==> config.mk <==
export PLATFORM = sky130hd
export DESIGN_NAME = chop_mapper
export DESIGN_NICKNAME = d
export VERILOG_FILES = /design/src/rtl/chop_pkg.sv /design/src/rtl/chop_carrier.sv /design/src/rtl/chop_cmd_latch.sv /design/src/rtl/chop_gate_logic.sv /design/src/rtl/chop_mapper.sv
export SDC_FILE = /design/constraint.sdc
export NUM_CORES = 1
export LEC_CHECK = 0
export BUFFER_PORTS_ARGS = -buffer_cell sky130_fd_sc_hd__buf_2
export CORE_MARGIN = 4
export CORE_UTILIZATION = 40
export CTS_CLUSTER_SIZE = 24
export DETAILED_ROUTE_END_ITERATION = 10
export GPL_ROUTABILITY_DRIVEN = 0
export PLACE_DENSITY = 0.68
export SLEW_MARGIN = 20
export SYNTH_ARGS = -nofsm -noshare
export SYNTH_HDL_FRONTEND = slang
export SYNTH_SLANG_ARGS = --single-unit
==> constraint.sdc <==
create_clock -name clk -period 1.6 [get_ports clk]
set_input_delay 0.16 -clock clk [delete_from_list [all_inputs] [get_ports clk]]
set_output_delay 0.16 -clock clk [all_outputs]
set_load 0.005 [all_outputs]
==> src/rtl/chop_pkg.sv <==
package chop_pkg;

  typedef enum logic [1:0] {
    CH_HARD = 2'd0,
    CH_SOFT = 2'd1,
    CH_COMP = 2'd2
  } chop_mode_e;

  // Raw select to operating mode; the spare code falls back to hard chopping.
  function automatic chop_mode_e decode_mode(input logic [1:0] sel);
    case (sel)
      2'd1:    decode_mode = CH_SOFT;
      2'd2:    decode_mode = CH_COMP;
      default: decode_mode = CH_HARD;
    endcase
  endfunction

endpackage

==> src/rtl/chop_carrier.sv <==
module chop_carrier #(
  parameter int DUTY_W = 8,
  parameter int N_TAPS = 2
) (
  input  logic                          clk,
  input  logic                          rst,
  output logic [N_TAPS-1:0][DUTY_W-1:0] carr,
  output logic                          period_end
);
  localparam logic [DUTY_W-1:0] CNT_MAX = {DUTY_W{1'b1}};
  localparam int                TAP_STEP = (1 << DUTY_W) / N_TAPS;

  logic [DUTY_W-1:0] cnt;

  always_ff @(posedge clk) begin
    if (rst) cnt <= '0;
    else     cnt <= cnt + 1'b1;
  end

  assign period_end = (cnt == CNT_MAX);

  // Each tap is the base carrier advanced by an equal fraction of the period.
  genvar k;
  generate
    for (k = 0; k < N_TAPS; k++) begin : g_tap
      assign carr[k] = cnt + DUTY_W'(k * TAP_STEP);
    end
  endgenerate

  AST_CARRIER_STEP: assert property (@(posedge clk) disable iff (rst)
    !$past(rst) |-> (cnt == DUTY_W'($past(cnt) + 1'b1)));

endmodule

==> src/rtl/chop_cmd_latch.sv <==
module chop_cmd_latch
  import chop_pkg::*;
#(
  parameter int DUTY_W = 8
) (
  input  logic              clk,
  input  logic              rst,
  input  logic              period_end,
  input  logic [DUTY_W-1:0] duty_cmd,
  input  logic [1:0]        mode_sel,
  output logic [DUTY_W-1:0] duty_q,
  output chop_mode_e        mode_q
);
  always_ff @(posedge clk) begin
    if (rst) begin
      duty_q <= '0;
      mode_q <= CH_HARD;
    end else if (period_end) begin
      duty_q <= duty_cmd;
      mode_q <= decode_mode(mode_sel);
    end
  end
endmodule

==> src/rtl/chop_gate_logic.sv <==
module chop_gate_logic
  import chop_pkg::*;
#(
  parameter int DUTY_W = 8
) (
  input  logic                   clk,
  input  logic                   rst,
  input  logic [1:0][DUTY_W-1:0] carr,
  input  logic [DUTY_W-1:0]      duty_q,
  input  chop_mode_e             mode_q,
  input  logic                   phase_en,
  output logic                   gate_hi,
  output logic                   gate_lo
);
  localparam int N_CMP = 2;

  logic              polarity;
  logic [DUTY_W-1:0] chop_duty;
  logic [DUTY_W-1:0] ref_duty;
  logic [N_CMP-1:0]  hit;
  logic              nxt_hi, nxt_lo;

  // Polarity bit picks the parked transistor; the rest doubled is the chop duty.
  assign polarity  = duty_q[DUTY_W-1];
  assign chop_duty = {duty_q[DUTY_W-2:0], 1'b0};
  assign ref_duty  = (mode_q == CH_SOFT) ? chop_duty : duty_q;

  genvar k;
  generate
    for (k = 0; k < N_CMP; k++) begin : g_cmp
      assign hit[k] = (carr[k] < ref_duty);
    end
  endgenerate

  always_comb begin
    case (mode_q)
      CH_SOFT: begin
        nxt_hi = polarity;
        nxt_lo = hit[0];
      end
      CH_COMP: begin
        nxt_hi = hit[0];
        nxt_lo = hit[1];
      end
      default: begin
        nxt_hi = hit[0];
        nxt_lo = hit[0];
      end
    endcase
  end

  always_ff @(posedge clk) begin
    if (rst || !phase_en) begin
      gate_hi <= 1'b0;
      gate_lo <= 1'b0;
    end else begin
      gate_hi <= nxt_hi;
      gate_lo <= nxt_lo;
    end
  end

  AST_DISABLED_OFF: assert property (@(posedge clk) disable iff (rst)
    !$past(phase_en) |-> (!gate_hi && !gate_lo));

  AST_HARD_TIED: assert property (@(posedge clk) disable iff (rst)
    $past(mode_q == CH_HARD) |-> (gate_hi == gate_lo));

  AST_SOFT_POS_UPPER: assert property (@(posedge clk) disable iff (rst)
    $past(mode_q == CH_SOFT && polarity && phase_en) |-> gate_hi);

  AST_SOFT_NEG_UPPER: assert property (@(posedge clk) disable iff (rst)
    $past(mode_q == CH_SOFT && !polarity) |-> !gate_hi);

endmodule

==> src/rtl/chop_mapper.sv <==
module chop_mapper
  import chop_pkg::*;
#(
  parameter int DUTY_W = 8
) (
  input  logic              clk,
  input  logic              rst,
  input  logic [DUTY_W-1:0] duty_cmd,
  input  logic [1:0]        mode_sel,
  input  logic              phase_en,
  output logic              gate_hi,
  output logic              gate_lo
);
  logic [1:0][DUTY_W-1:0] carr;
  logic                   period_end;
  logic [DUTY_W-1:0]      duty_q;
  chop_mode_e             mode_q;

  chop_carrier #(.DUTY_W(DUTY_W), .N_TAPS(2)) u_carrier (
    .clk        (clk),
    .rst        (rst),
    .carr       (carr),
    .period_end (period_end)
  );

  chop_cmd_latch #(.DUTY_W(DUTY_W)) u_latch (
    .clk        (clk),
    .rst        (rst),
    .period_end (period_end),
    .duty_cmd   (duty_cmd),
    .mode_sel   (mode_sel),
    .duty_q     (duty_q),
    .mode_q     (mode_q)
  );

  chop_gate_logic #(.DUTY_W(DUTY_W)) u_gates (
    .clk      (clk),
    .rst      (rst),
    .carr     (carr),
    .duty_q   (duty_q),
    .mode_q   (mode_q),
    .phase_en (phase_en),
    .gate_hi  (gate_hi),
    .gate_lo  (gate_lo)
  );

  AST_CMD_AT_BOUNDARY: assert property (@(posedge clk) disable iff (rst)
    ((duty_q != $past(duty_q)) || (mode_q != $past(mode_q))) |-> (carr[0] == '0));

endmodule

==> impl_metrics.yaml <==
floorplan:
  die-area_um2: 3540
  die_h_um: 59.5
  fp-row-count: 18
  die_x_um: 59.5
  start_util_pct: 42.5
  core_um2: 2500
  ios: 15
placed_design:
  place_area_um2: 1200
  hpwl_um: 1500
  portBuffers: 14
yosys:
  ys_top_cells_by_area: "dfxtp_1, mux2i_1, ha_1"
  yosysUniqueCellTypes: 28
  synthTopCellsByCount: "dfxtp_1, mux2i_1, nor2_1, ha_1, a21oi_1"
  synth_area_leader_cell: "dfxtp_1"
  syn_nets: 134
  yosysMostFrequentCell: "dfxtp_1"
  async_flop_share_pct: 0
  synth_edf_count: 0
  yosysSeqAreaShare_pct: 37.7
  yosysTopAreaCellShare_pct: 37.7
  synth_cells: 112
  synth_flop_cell: "dfxtp_1"
  synth-seq-cells: 20
  synth_area_per_cell_um2: 9.48
  synthesis.area_um2: 1060
  ys.warnings.count: 0
drt:
  wire_per_inst_um: 13.5
  drt_iter0_markers: 24
  via_per_inst: 5.34
  wl_um: 2230
  drc: 0
  vias: 881
  drtPass1Iterations: 4
  ant_nets: 0
pwr:
  switching_share_pct: 20.5
  share_comb_of_total_power_pct: 7.1
  p_int_w: 0.000799
  p_leak_nw: 0.579
  clock_power_share_pct: 41.6
  p_seq_share_pct: 51.2
  switching_power_w: 0.000207
  ir_drop_mv: 0.760
  power_density_nw_per_um2: 772
  p_total_w: 0.00101
clock_network:
  cts_htree_levels: 1
  path_clk_slew_ns: 0.12
  cts_tree: "done"
  clkLatencyLatePin_ns: 0.31
  clkSinkCount: 20
  cts_buffers: 3
  clock_path_buffers: 2
  cts_root_buffer: "clkbuf_4"
global_routing:
  gr-usage-all-layers_pct: 14.0
  grt_first_pass_wirelength_um: 3770
  grt-ovfl-total: 0
  grt_pass1_vias: 890
  antenna_found_initial: 0
  grt_max_degree: 20
layout:
  syn_to_final_growth_pct: 22.5
  multi_input_area_um2: 668
  fillers: 228
  fin_area_um2: 1300
  antenna_cells: 0
  layout-drive-gt1-share_pct: 26.7
  seq_area_um2: 402
  fin_nets: 158
hold_path:
  hp-class: "in2reg"
run_status:
  violations: "negative setup slack"
  outcome: "finished with violations"
worst_setup_path:
  r2r_slack_ns: -0.12
  crit_fanout: 8
  worst-setup-path-type: "reg2reg"
  worstPathArrival_ns: 1.96
  cp.required_ns: 1.84
  cp-end-kind: "flip-flop"
  crit_path_start_kind: "flip-flop"
sta:
  min_period_ns: 1.72
  hold_violations: 0
  rsz0062_at_grt: "yes"
  setup_ws_ns: -0.124
  relSlewSlack_pct: 77.5
  fin_crit_sh_pct: 108
  worst_clock_skew_ns: 0.00164
  fin_hold_ws_ns: 0.0766
  drv_slew: 0
  setup_violations: 2
  fmax_ghz: 0.580
  tns_ns: -0.232
  tightest_slew_ns: 0.338
flow_run:
  maxCapViolCount: 0
state kept, by name (all words and copies together), names as in the netlist:
| name | cells |
|---|---|
| u_carrier.cnt | 8 |
| u_latch.duty_q | 8 |
| u_latch.mode_q | 2 |
| u_gates.gate_hi | 1 |
| u_gates.gate_lo | 1 |
stage by stage:
| step | util [%] | std cells | setup WS, ns |
|---|---|---|---|
| finish | 52.1 | 165 | -0.124 |
| global route | 52.1 | 165 | -0.268 |
| CTS | 51.4 | 164 | -0.101 |
| detailed placement | 48.0 | 157 | -0.0839 |
| global placement | 48.0 | 157 | -0.00719 |
| floorplan | - | 112 | 0.00979 |
layout make-up:
cell class | count | area share (%)
flip-flops and latches | 20 | 30.9
inverters | 3 | 0.865
repair buffers | 22 | 10.0
clock buffers | 3 | 1.73
well taps | 30 | 2.88
multi-input cells | 86 | 51.3
clock inverters | 1 | 2.31
logic make-up (layout without fill, tap and decap cells):
kind of cell | Yosys count | in the layout | share of synthesized area (%)
compound gates | 21 | 21 | 11.9
xor+xnor | 5 | 5 | 4.12
fa+ha+maj | 9 | 9 | 10.6
buf+inv | 6 | 29 | 2.24
flops | 20 | 20 | 37.7
mux | 14 | 14 | 13.2
simple gates | 37 | 37 | 20.3
metal layers:
metal	vias up	GRT usage (%)	part of all wire, %	wire, um
li1	450	-	-	-
met3	6	4.36	4.0	88
met5	-	0	0	0
met1	407	16.2	44	982
met4	0	6.33	2.1	47
met2	18	23.4	50	1110
timing repair:
| action | in CTS | in global routing |
|---|---|---|
| hold buffers | 0 | 0 |
| setup endpoints to repair | 2 | 2 |
| gates resized for setup | 3 | 2 |
| buffers inserted | 3 | 1 |
| pin swaps | 4 | 2 |
worst paths after layout:
check | startpoint | cells after the start | to
hold / removal | duty_cmd[0] | 3 | u_latch.duty_q[0]
setup reg to reg | u_latch.mode_q[1] | 7 | u_gates.gate_hi
setup / recovery | u_latch.mode_q[1] | 7 | u_gates.gate_hi
hold reg to reg | u_carrier.cnt[0] | 1 | u_carrier.cnt[0]
cell usage in the layout (no fill, tap or decap), types with 2 or more instances in the layout:
cell type / netlist / routed
nor2b_1: 3 / 3
xnor2_1: 2 / 2
nand3_1: 6 / 6
a21oi_1: 8 / 7
dfxtp_1: 20 / 19
buf_2: 1 / 14
ha_1: 9 / 8
nand2b_1: 3 / 2
buf_4: 0 / 8
or3_1: 2 / 2
nor2_1: 13 / 13
inv_1: 3 / 3
nand2_1: 3 / 3
a21o_1: 2 / 2
xor2_1: 3 / 3
nand3b_1: 2 / 2
clkbuf_4: 0 / 3
mux2i_1: 14 / 13
o21ai_0: 6 / 5
power groups by stage:
stage          Combinational (W)  Clock [W]  Sequential (W)
6_report               0.0000716   0.000418        0.000515
5_1_grt                0.0000809   0.000452        0.000517
3_3_place_gp           0.0000620          0        0.000526
4_1_cts                0.0000671   0.000424        0.000515
3_5_place_dp           0.0000634          0        0.000526
2_1_floorplan          0.0000385          0        0.000525
critical path, stage by stage, from the launching register on:
cell and delay [ns]:
dfxtp_2 0.34, nand2b_4 0.18, mux2i_2 0.23, ha_1 0.27, a21o_1 0.18, a21oi_2 0.15, o2111ai_1 0.13, o21ai_1 0.16
No activity file was read; power rests on OpenSTA's default activity.
